--- config.mk ---
export PLATFORM = sky130hd
export DESIGN_NAME = conv_cadence
export DESIGN_NICKNAME = d
export VERILOG_FILES = /design/src/rtl/conv_cadence_pkg.sv /design/src/rtl/conv_cadence_period.sv /design/src/rtl/conv_cadence_seq.sv /design/src/rtl/conv_cadence_flags.sv /design/src/rtl/conv_cadence.sv
export SDC_FILE = /design/constraint.sdc
export NUM_CORES = 1
export LEC_CHECK = 0
export BUFFER_PORTS_ARGS = -buffer_cell sky130_fd_sc_hd__buf_2
export CORE_MARGIN = 2
export CORE_UTILIZATION = 45
export CTS_BUF_LIST = sky130_fd_sc_hd__clkbuf_4
export DETAILED_ROUTE_END_ITERATION = 12
export HOLD_SLACK_MARGIN = 0.1
export PLACE_DENSITY = 0.67
export SLEW_MARGIN = 10
export SYNTH_ARGS = -nofsm -noshare
export SYNTH_HDL_FRONTEND = slang
export SYNTH_SLANG_ARGS = --single-unit
--- constraint.sdc ---
create_clock -name clk -period 2.5 [get_ports clk]
set_clock_uncertainty 0.15 [all_clocks]
set_input_delay 0.375 -clock clk [delete_from_list [all_inputs] [get_ports clk]]
set_output_delay 0.375 -clock clk [all_outputs]
set_load 0.005 [all_outputs]
--- src/rtl/conv_cadence_pkg.sv ---
// Shared types and rate arithmetic for the conversion cadence controller.
// Assumes the base clock frequency is given in hertz and that output rates
// are expressed in tenths of a hertz.
package conv_cadence_pkg;

    typedef enum logic [1:0] {
        MD_CONT   = 2'b00,
        MD_RSVD   = 2'b01,
        MD_SINGLE = 2'b10,
        MD_OFF    = 2'b11
    } mode_e;

    typedef enum logic [2:0] {
        ST_OFF,
        ST_WAKE,
        ST_SETTLE,
        ST_CONV,
        ST_RUN
    } seq_e;

    // Output word rate in tenths of a hertz for each rate code.
    function automatic int unsigned rate_dhz(input logic [2:0] code);
        case (code)
            3'd0:    return 1200;
            3'd1:    return 1000;
            3'd2:    return 333;
            3'd3:    return 200;
            3'd4:    return 166;
            3'd5:    return 167;
            3'd6:    return 133;
            default: return 95;
        endcase
    endfunction

    // Base-clock ticks per output period at divide-by-one.
    function automatic int unsigned base_period(input int unsigned base_hz,
                                                input logic [2:0] code);
        return (base_hz * 10) / rate_dhz(code);
    endfunction

endpackage

--- src/rtl/conv_cadence_period.sv ---
// Output-period lookup. Builds a constant table of the eight base periods
// from BASE_HZ and scales the selected entry by the clock-divide factor.
// Assumes CNT_W is wide enough for 16 times the longest base period.
module conv_cadence_period
    import conv_cadence_pkg::*;
#(
    parameter int unsigned BASE_HZ = 65536,
    parameter int unsigned CNT_W   = 18
) (
    input  logic [2:0]       cfg_rate,
    input  logic [1:0]       cfg_cdiv,
    output logic [CNT_W-1:0] period
);
    localparam int NUM_RATES = 8;

    logic [CNT_W-1:0] base_tbl [NUM_RATES];

    // One constant table entry per rate code.
    for (genvar g = 0; g < NUM_RATES; g++) begin : g_rate
        assign base_tbl[g] = CNT_W'(base_period(BASE_HZ, 3'(g)));
    end

    // Scale the selected base period by 1, 2, 4 or 8.
    always_comb begin
        period = base_tbl[cfg_rate] << cfg_cdiv;
    end

endmodule

--- src/rtl/conv_cadence_seq.sv ---
// Conversion sequencer. Tracks restarts (mode writes and channel changes),
// counts wake-up, settling and period ticks, and issues the load and
// blanking events. Assumes period > BLANK_TICKS + 1 for every setting.
module conv_cadence_seq
    import conv_cadence_pkg::*;
#(
    parameter int unsigned CNT_W       = 18,
    parameter int unsigned WAKE_TICKS  = 65,
    parameter int unsigned BLANK_TICKS = 16
) (
    input  logic             clk,
    input  logic             rst_n,
    input  logic [1:0]       cfg_mode,
    input  logic [1:0]       cfg_chan,
    input  logic             mode_wr,
    input  logic [CNT_W-1:0] period,
    output logic             restart,
    output logic             start_evt,
    output logic             load_evt,
    output logic             blank_evt,
    output logic             pwr_down
);
    localparam logic [CNT_W-1:0] ONE      = CNT_W'(1);
    localparam logic [CNT_W-1:0] BLANK_AT = CNT_W'(BLANK_TICKS + 1);
    localparam logic [CNT_W-1:0] WAKE_CNT = CNT_W'(WAKE_TICKS);

    seq_e             state;
    logic [CNT_W-1:0] cnt;
    logic [1:0]       chan_q;
    seq_e             tgt_state;
    logic [CNT_W-1:0] tgt_cnt;
    logic             active;

    // Restart detection and event decode from the current counter.
    always_comb begin
        restart   = mode_wr || (cfg_chan != chan_q);
        start_evt = restart && (cfg_mode == MD_CONT || cfg_mode == MD_SINGLE);
        active    = (state == ST_SETTLE) || (state == ST_RUN) || (state == ST_CONV);
        load_evt  = !restart && active && (cnt == ONE);
        blank_evt = !restart && (state == ST_RUN) && (cnt == BLANK_AT);
        pwr_down  = (state == ST_OFF);
    end

    // Entry state and count for a restart in the configured mode.
    always_comb begin
        case (mode_e'(cfg_mode))
            MD_CONT: begin
                tgt_state = ST_SETTLE;
                tgt_cnt   = period << 1;
            end
            MD_SINGLE: begin
                tgt_state = ST_WAKE;
                tgt_cnt   = WAKE_CNT;
            end
            default: begin
                tgt_state = ST_OFF;
                tgt_cnt   = '0;
            end
        endcase
    end

    // Remember the channel to spot changes.
    always_ff @(posedge clk) begin
        if (!rst_n) chan_q <= cfg_chan;
        else        chan_q <= cfg_chan;
    end

    // Sequencer state and tick counter.
    always_ff @(posedge clk) begin
        if (!rst_n) begin
            state <= tgt_state;
            cnt   <= tgt_cnt;
        end else if (restart) begin
            state <= tgt_state;
            cnt   <= tgt_cnt;
        end else begin
            case (state)
                ST_WAKE: begin
                    if (cnt == ONE) begin
                        state <= ST_CONV;
                        cnt   <= period << 1;
                    end else begin
                        cnt <= cnt - ONE;
                    end
                end
                ST_SETTLE, ST_RUN: begin
                    if (cnt == ONE) begin
                        state <= ST_RUN;
                        cnt   <= period;
                    end else begin
                        cnt <= cnt - ONE;
                    end
                end
                ST_CONV: begin
                    if (cnt == ONE) begin
                        state <= ST_OFF;
                        cnt   <= '0;
                    end else begin
                        cnt <= cnt - ONE;
                    end
                end
                default: cnt <= '0;
            endcase
        end
    end


    settle_load_chk: assert property (@(posedge clk) disable iff (!rst_n)
        (restart && cfg_mode == MD_CONT) |=> (cnt == ($past(period) << 1)));


    live_count_chk: assert property (@(posedge clk) disable iff (!rst_n)
        (state != ST_OFF) |-> (cnt != '0));


    single_ends_chk: assert property (@(posedge clk) disable iff (!rst_n)
        (load_evt && state == ST_CONV) |=> pwr_down);


    blank_margin_chk: assert property (@(posedge clk) disable iff (!rst_n)
        active |-> (period > BLANK_AT));

endmodule

--- src/rtl/conv_cadence_flags.sv ---
// Data register, ready flag and clamp error flag. Applies, in priority
// order: restart, result load, then read completion or blanking.
// Assumes the load, restart and blank events are one-cycle pulses.
module conv_cadence_flags #(
    parameter int unsigned DATA_W = 24
) (
    input  logic              clk,
    input  logic              rst_n,
    input  logic              restart,
    input  logic              start_evt,
    input  logic              load_evt,
    input  logic              blank_evt,
    input  logic              read_done,
    input  logic [DATA_W-1:0] filt_data,
    input  logic              filt_over,
    input  logic              filt_under,
    output logic              rdy_n,
    output logic              err_flag,
    output logic              dreg_load,
    output logic [DATA_W-1:0] dreg_data
);
    logic [DATA_W-1:0] clamp_data;
    logic              clamp_err;

    // Saturate out-of-range samples; over-range wins over under-range.
    always_comb begin
        if (filt_over) begin
            clamp_data = '1;
            clamp_err  = 1'b1;
        end else if (filt_under) begin
            clamp_data = '0;
            clamp_err  = 1'b1;
        end else begin
            clamp_data = filt_data;
            clamp_err  = 1'b0;
        end
    end

    // Ready, error and data register updates.
    always_ff @(posedge clk) begin
        if (!rst_n) begin
            rdy_n     <= 1'b1;
            err_flag  <= 1'b0;
            dreg_load <= 1'b0;
            dreg_data <= '0;
        end else begin
            dreg_load <= load_evt;
            if (restart) begin
                rdy_n <= 1'b1;
                if (start_evt) err_flag <= 1'b0;
            end else if (load_evt) begin
                rdy_n     <= 1'b0;
                err_flag  <= clamp_err;
                dreg_data <= clamp_data;
            end else if (read_done || blank_evt) begin
                rdy_n <= 1'b1;
            end
        end
    end


    ready_source_chk: assert property (@(posedge clk) disable iff (!rst_n)
        $fell(rdy_n) |-> $past(load_evt));


    clamp_code_chk: assert property (@(posedge clk) disable iff (!rst_n)
        (dreg_load && err_flag) |-> (dreg_data == '0 || dreg_data == '1));


    err_cause_chk: assert property (@(posedge clk) disable iff (!rst_n)
        !$stable(err_flag) |-> $past(load_evt || start_evt));

endmodule

--- src/rtl/conv_cadence.sv ---
// Conversion cadence and ready controller for a sigma-delta converter.
// Schedules data-register loads from mode, rate and divide settings and
// drives ready, clamp error and power-down. Assumes the clock is the base
// clock of BASE_HZ hertz and the register file holds the configuration.
module conv_cadence
    import conv_cadence_pkg::*;
#(
    parameter int unsigned BASE_HZ     = 65536,
    parameter int unsigned DATA_W      = 24,
    parameter int unsigned BLANK_TICKS = 16,
    parameter int unsigned WAKE_US     = 1000
) (
    input  logic              clk,
    input  logic              rst_n,
    input  logic [1:0]        cfg_mode,
    input  logic [2:0]        cfg_rate,
    input  logic [1:0]        cfg_cdiv,
    input  logic [1:0]        cfg_chan,
    input  logic              mode_wr,
    input  logic              read_done,
    input  logic [DATA_W-1:0] filt_data,
    input  logic              filt_over,
    input  logic              filt_under,
    output logic              rdy_n,
    output logic              err_flag,
    output logic              dreg_load,
    output logic [DATA_W-1:0] dreg_data,
    output logic              pwr_down
);
    localparam int unsigned WAKE_RAW   = (BASE_HZ * WAKE_US) / 1000000;
    localparam int unsigned WAKE_TICKS = (WAKE_RAW < 1) ? 1 : WAKE_RAW;
    localparam int unsigned MAX_BASE   = base_period(BASE_HZ, 3'd7);
    localparam int unsigned CNT_W      = $clog2(MAX_BASE * 16 + WAKE_TICKS + BLANK_TICKS + 2);

    logic [CNT_W-1:0] period;
    logic             restart;
    logic             start_evt;
    logic             load_evt;
    logic             blank_evt;

    conv_cadence_period #(
        .BASE_HZ (BASE_HZ),
        .CNT_W   (CNT_W)
    ) u_period (
        .cfg_rate (cfg_rate),
        .cfg_cdiv (cfg_cdiv),
        .period   (period)
    );

    conv_cadence_seq #(
        .CNT_W       (CNT_W),
        .WAKE_TICKS  (WAKE_TICKS),
        .BLANK_TICKS (BLANK_TICKS)
    ) u_seq (
        .clk       (clk),
        .rst_n     (rst_n),
        .cfg_mode  (cfg_mode),
        .cfg_chan  (cfg_chan),
        .mode_wr   (mode_wr),
        .period    (period),
        .restart   (restart),
        .start_evt (start_evt),
        .load_evt  (load_evt),
        .blank_evt (blank_evt),
        .pwr_down  (pwr_down)
    );

    conv_cadence_flags #(
        .DATA_W (DATA_W)
    ) u_flags (
        .clk        (clk),
        .rst_n      (rst_n),
        .restart    (restart),
        .start_evt  (start_evt),
        .load_evt   (load_evt),
        .blank_evt  (blank_evt),
        .read_done  (read_done),
        .filt_data  (filt_data),
        .filt_over  (filt_over),
        .filt_under (filt_under),
        .rdy_n      (rdy_n),
        .err_flag   (err_flag),
        .dreg_load  (dreg_load),
        .dreg_data  (dreg_data)
    );


    load_pulse_chk: assert property (@(posedge clk) disable iff (!rst_n)
        dreg_load |=> !dreg_load);


    quiet_off_chk: assert property (@(posedge clk) disable iff (!rst_n)
        ($past(pwr_down) && pwr_down) |-> !dreg_load);

endmodule

==> summary.txt, run 1 <==
GRT
  – Global-route wire length before repair: 14000 µm
  – Vias in the first global route: 2774
  – GR Util All Layers: 0.225
  – Total grt overflow: 0
  – Pin count of the biggest net entering global routing: 51
  – Antenna violations before repair: 0

Clocking
  – Post-CTS setup buffer count: 0
  – CTS Sinks: 49
  – CTS tree: built
  – Clk buf depth: 2
  – Worst skew pair latency: 0.38 ns
  – Clk root buf: clkbuf_4
  – CTS clk-pin slew, worst paths: 0.15 ns
  – Num CTS Buffers: 5
  – H-tree depth: 2

Setup path
  – Worst r2r src: u_seq.cnt[7]$_DFF_P_
  – CP max stage cell: dlygate4sd3_1
  – Data arrival, critical path: 2.57 ns
  – Critical Path Source: cfg_chan[0]
  – Most used cell, CP: o21ai_0
  – Critical Path, Cell by Cell: dlygate4sd3_1 -> buf_2 -> xnor2_1 -> and4_2 -> o21ai_0 -> a31oi_1 -> o21ai_0 -> o21ai_0
  – Worst path top cell family by delay: compound AO/OA/AOI/OAI gates
  – Required time of the critical path: 2.66 ns
  – Worst setup SP type: input port
  – Worst Setup End Kind: flop
  – CP Max Fanout: 6
  – Peak per-stage delay on the critical path: 0.53 ns
  – CP Buf/Inv Count: 2
  – CP Class: input port to flop
  – Stages on worst setup path: 8
  – Reg2Reg Depth: 7

Detailed routing
  – Number of remaining DRC errors: 0
  – Via/cell ratio: 5.79
  – WL per Instance: 15.6 µm
  – First-pass DRT Iterations: 5
  – Post-DRT Antenna Nets: 0
  – DR vias: 3308
  – WL final: 8930 µm
  – Initial DRC Count: 244

Logic synthesis
  – Synth top area share: 0.281
  – Synth Warn #: 0
  – Sequential share of the synthesized area: 0.308
  – Syn Area/Cell: 7.95 µm²
  – Syn Nets: 459
  – Synth top area cells: dfxtp_1, o211a_1, a21oi_1, nand2_1, nor2_1
  – Synth cell types: 56
  – Most numerous cell in the Yosys netlist: dfxtp_1
  – Post-synth EDFFs: 3
  – Asr flop ratio synth: 0
  – Cells after Synth: 413
  – Ys flop type: dfxtp_1
  – Syn Std Cell Area: 3280 µm²
  – Top cells by count, synth: dfxtp_1, nand2_1, a21oi_1
  – Synth Register Bits: 49
  – Synth area leader: dfxtp_1

Timing
  – PnR worst setup slack: 0.0987 ns
  – Max frequency: 416 MHz
  – Worst rel slew slack: 0.510
  – Final setup TNS: 0 ns
  – Final Critical Period: 2.40 ns
  – Hold Fails Final Rpt: 0
  – Pins over their slew limit: 0
  – RSZ-0062 raised after global routing: no
  – Slew @ Worst Pin: 0.733 ns
  – Tcrit/Tclk final: 0.961
  – Final setup viols: 0

Placement
  – Hpwl dp: 6530 µm
  – Gpl congestion: 0.932
  – Dpl cell area: 3720 µm²
  – IO buf count: 66
  – DP Worst Slack: 0.0160 ns

Worst hold path
  – Min-Delay Path Depth: 3
  – Worst hold path class: input port to flop
  – HP Start: cfg_mode[1]

Floorplanning
  – Die Area: 7990 µm²
  – DIE HEIGHT: 89.4 µm
  – Io pins: 67
  – Die X: 89.4 µm
  – Row count: 31
  – Initial Utilization: 0.457
  – Core area: 7180 µm²

Cells and area
  – N_diodes: 0
  – Multi-input logic area: 2100 µm²
  – Layout cell share with drive strength beyond 1: 0.227
  – Syn-to-layout area delta: 16.2%
  – Fin nets: 517
  – Sequential cell area: 1010 µm²
  – Final instance area: 3810 µm²
  – Filler cells: 703

Power and ir drop
  – LEAKAGE: 1.89 nW
  – Power density over the cells: 464 nW/µm²
  – Worst vdd ir: 242 µV

Outcome
  – Run status: finished clean

Run
  – Max-capacitance violation count: 0
-- layout by cell type (no fill, tap or decap), types with 12 or more instances in the layout --
cell      n
a21oi_1  38
o21ai_0  19
buf_2    66
o211a_1  25
nor2_1   33
buf_4    13
o22ai_1  12
nor3_1   16
nand2_1  44
dfxtp_1  46
-- routing by layer --
| layer | vias up | global-route usage | part of all wire | wire length, µm |
|---|---|---|---|---|
| li1 | 1630 | - | - | - |
| met1 | 1545 | 0.329 | 0.46 | 4130 |
| met3 | 20 | 0.0416 | 0.052 | 461 |
| met2 | 113 | 0.336 | 0.46 | 4140 |
| met5 | - | 0 | 0 | 0 |
| met4 | 0 | 0.0706 | 0.022 | 195 |
-- registers in the layout, indices dropped and copies added (netlist names) --
name,cells
u_flags.dreg_data,24
u_seq.cnt,17
u_seq.state,3
u_seq.chan_q,2
u_flags.dreg_load,1
u_flags.err_flag,1
u_flags.rdy_n,1
-- per-stage QoR --
stage	cells	util	power (mW)	hold slack, ns
2_1_floorplan	413	-	1.23	0.253
3_3_place_gp	560	0.519	1.37	0.325
6_report	571	0.532	1.77	0.156
4_1_cts	571	0.531	1.76	0.141
5_1_grt	571	0.532	1.87	0.139
3_5_place_dp	560	0.519	1.37	0.331
-- logic make-up (layout without fill, tap and decap cells) --
| kind of cell | count (synthesis) | count (layout) | synth area share |
|---|---|---|---|
| AOI/OAI and AO/OA | 133 | 133 | 0.283 |
| xor gates and xnor gates | 17 | 17 | 0.0454 |
| adders and majority gates | 7 | 7 | 0.0267 |
| buffers and inverters | 44 | 103 | 0.0572 |
| DFF | 49 | 49 | 0.308 |
| muxes | 13 | 13 | 0.0484 |
| and+or+nand+nor | 150 | 150 | 0.231 |
-- area by class of cell --
cell class	count	area share
Clock buffer	5	0.00984
Clock inverter	3	0.00590
Inverter	12	0.0118
Multi-Input combinational cell	320	0.550
Sequential cell	49	0.265
Tap cell	99	0.0325
Timing Repair Buffer	83	0.125
-- repair_timing --
action,CTS,global route
endpoints found under the hold margin,3,0
endpoints found under the setup margin,0,1
hold buffers,3,0
resized for setup,0,1
-- power breakdown --
part / total (mW) / internal (mW) / switching (mW)
clock: 0.393 / 0.112 / 0.281
combinational: 0.525 / 0.218 / 0.307
sequential: 0.850 / 0.815 / 0.0351
-- final timing paths --
kind                                         to  slack [ns]
max                        u_seq.cnt[6]$_DFF_P_         0.1
min                        u_seq.cnt[0]$_DFF_P_        0.16
max reg2reg               u_seq.cnt[15]$_DFF_P_        0.15
min reg2reg  u_flags.dreg_data[14]$_SDFFE_PN0P_        0.36
-- worst register-to-register path: stages, from the launching register on --
cell,delay (ns)
dfxtp_1,0.38
nor4_2,0.47
nand4_1,0.24
nor4_2,0.21
buf_4,0.29
nor3_1,0.09
a221oi_1,0.26
a32o_1,0.22
(Power assumes the default switching activity.)
==> run 2: changes to the inputs <==
--- a/config.mk
+++ b/config.mk
@@ -12,6 +12,8 @@
 export DETAILED_ROUTE_END_ITERATION = 12
 export HOLD_SLACK_MARGIN = 0.1
 export PLACE_DENSITY = 0.67
+export SETUP_SLACK_MARGIN = 0.2
+export SKIP_CTS_REPAIR_TIMING = 1
 export SLEW_MARGIN = 10
 export SYNTH_ARGS = -nofsm -noshare
 export SYNTH_HDL_FRONTEND = slang
==> run 2 against run 1 <==
Net effect:
- total power grew 2.7%
- maximum frequency up 5.5%
- largest power group unchanged
- largest cell class unchanged
- via count grew 3.8%
- first-iteration DRC count increased by 43%
- highest routed layer unchanged
- critical path type is now flop to flop
- critical endpoint is now u_seq.cnt[13]$_DFF_P_
==> summary.txt, run 2 (synthesis gave the netlist of run 1 again) <==
Cells and area
  – Top reg by flops: u_flags.dreg_data
  – Syn-to-layout area delta: 23.0%
  – Final core utilization: 0.562 (+0.0307)
  – N_diodes: 0 (unchanged)
  – Most common cell after layout, fill and taps aside: buf_2
  – Most frequent cells in the layout: buf_2, nand2_1, dfxtp_1
  – Largest register FFs: 24 (unchanged)
  – Layout cell share with drive strength beyond 1: 0.276 (+0.0494)
  – Fin nets: 534 (+3.3%)
  – Filler cells: 710 (+1.0%)
  – Top Registers: u_flags.dreg_data (24), u_seq.cnt (17), u_seq.state (3)

Detailed routing
  – Via/cell ratio: 5.84 (+0.84%)
  – WL final: 9490 µm (+6.4%)
  – Post-DRT Antenna Nets: 0 (unchanged)
  – WL per Instance: 16.1 µm (+3.3%)
  – DR vias: 3435 (+3.8%)
  – Initial DRC Count: 349 (+43%)
  – Number of remaining DRC errors: 0 (unchanged)
  – First-pass DRT Iterations: 5 (unchanged)

Power and ir drop
  – Switching Power: 643 µW (+3.1%)
  – Seq pwr share: 0.469 (-0.012)
  – Internal power: 1.17 mW (+2.4%)
  – LEAKAGE: 2.00 nW (+5.8%)
  – Clk pwr share: 0.220 (-0.002)
  – Power density over the cells: 450 nW/µm² (-2.9%)
  – Worst vdd ir: 262 µV (+8.3%)
  – Sw Ratio: 0.354 (+0.00163)
  – Combinational fraction of design power: 0.311 (+0.014)

Floorplanning
  – DIE HEIGHT: 89.4 µm (unchanged)
  – Core area: 7180 µm² (unchanged)
  – Die X: 89.4 µm (unchanged)
  – Row count: 31 (unchanged)
  – Die Area: 7990 µm² (unchanged)
  – Io pins: 67 (unchanged)
  – Initial Utilization: 0.457 (unchanged)

Timing
  – Worst rel slew slack: 0.545 (+0.0345)
  – RSZ-0062 raised after global routing: no
  – Slew @ Worst Pin: 0.675 ns (-0.0581 ns)
  – Pins over their slew limit: 0 (unchanged)
  – Final setup viols: 0 (unchanged)
  – Max frequency: 439 MHz (+5.5%)
  – Hold Fails Final Rpt: 0 (unchanged)
  – Tcrit/Tclk final: 0.911 (-0.0498)
  – Final Critical Period: 2.28 ns (-0.125 ns)
  – Final setup TNS: 0 ns (unchanged)

Clocking
  – Clk root buf: clkbuf_4
  – Worst skew pair latency: 0.38 ns (about the same)
  – H-tree depth: 2 (unchanged)
  – CTS clk-pin slew, worst paths: 0.15 ns (about the same)
  – CTS tree: built
  – Clk buf depth: 2 (unchanged)
  – CTS Sinks: 49 (unchanged)
  – Num CTS Buffers: 5 (unchanged)

GRT
  – Global-route wire length before repair: 13900 µm (-0.84%)
  – Total grt overflow: 0 (unchanged)
  – Antenna violations before repair: 0 (unchanged)
  – GR Util All Layers: 0.219 (-0.00633)
  – Vias in the first global route: 2874 (+3.6%)
  – Pin count of the biggest net entering global routing: 51 (unchanged)

Setup path
  – Worst setup SP type: flop
  – CP Class: flop to flop
  – CP Max Fanout: 7 (+1)
  – Data arrival, critical path: 2.40 ns (-0.17 ns)
  – Required time of the critical path: 2.62 ns (-0.04 ns)
  – Worst Setup End Kind: flop

Run
  – Max-capacitance violation count: 0 (unchanged)

Placement
  – IO buf count: 66 (unchanged)
  – Hpwl dp: 6490 µm (-0.50%)
  – Gpl congestion: 0.877 (-5.9%)

Outcome
  – Run status: finished clean

Worst hold path
  – Worst hold path class: input port to flop
## run 2: cell count changes in the layout (fill, tap and decap cells not counted), moves of 2 or more
cell	change
dfxtp_1	-5
nor4_2	-2
o21ai_0	-2
clkbuf_16	+2
buf_4	+13
dfxtp_2	+5
ha_1	-2
nor4_4	+2
## run 2: area by class of cell
type                       count  area, µm²  area share
clock buffer                   5       37.5     0.00930
timing repair buffer         100        644       0.160
multi-input combinational    320       2140       0.531
inverter                      12       45.0      0.0112
clock inverter                 3       22.5     0.00558
tap                           99        124      0.0307
sequential                    49       1020       0.252
## run 2: path summary, 6_finish.rpt
kind,start,to,slack (ns),cells after the start
max,u_seq.cnt[8]$_DFF_P_,u_seq.cnt[13]$_DFF_P_,0.22,8
min reg2reg,u_flags.dreg_data[3]$_SDFFE_PN0P_,u_flags.dreg_data[3]$_SDFFE_PN0P_,0.36,1
min,cfg_mode[1],u_seq.cnt[6]$_DFF_P_,0.14,3
max reg2reg,u_seq.cnt[8]$_DFF_P_,u_seq.cnt[13]$_DFF_P_,0.22,8
## run 2: metal layers
metal,track usage,vias up,part of all wire
li1,-,1671,-
met1,0.317,1628,0.45
met2,0.332,118,0.47
met3,0.0379,18,0.061
met4,0.0678,0,0.016
met5,0,-,0
## run 2: power by group through the flow
| stage | Combinational (mW) | Clock, mW | Sequential (mW) |
|---|---|---|---|
| after floorplan | 0.376 | 0 | 0.854 |
| after global placement | 0.511 | 0 | 0.861 |
| after detailed placement | 0.513 | 0 | 0.863 |
| after CTS | 0.517 | 0.403 | 0.846 |
| after global routing | 0.619 | 0.434 | 0.856 |
| final | 0.565 | 0.399 | 0.851 |
## run 2: metrics by stage
stage	setup WS [ns]	power (mW)	hold slack, ns	cells	instance area, µm²
after floorplan	0.205	1.23	0.253	413	3290
after global placement	0.140	1.37	0.325	561	3730
after detailed placement	0.0538	1.38	0.331	561	3730
after CTS	0.148	1.77	-0.0482	569	3790
after global routing	0.193	1.91	0.150	588	4040
final	0.223	1.82	0.142	588	4040
## run 2: critical path, cell delays in order (launching register included)
cell and delay (ns):
dfxtp_1 0.40, nor4_4 0.34, nand4_1 0.24, nor4_4 0.37, buf_6 0.20, buf_4 0.14, o22ai_1 0.09, a21oi_1 0.15
o22ai_1 0.10
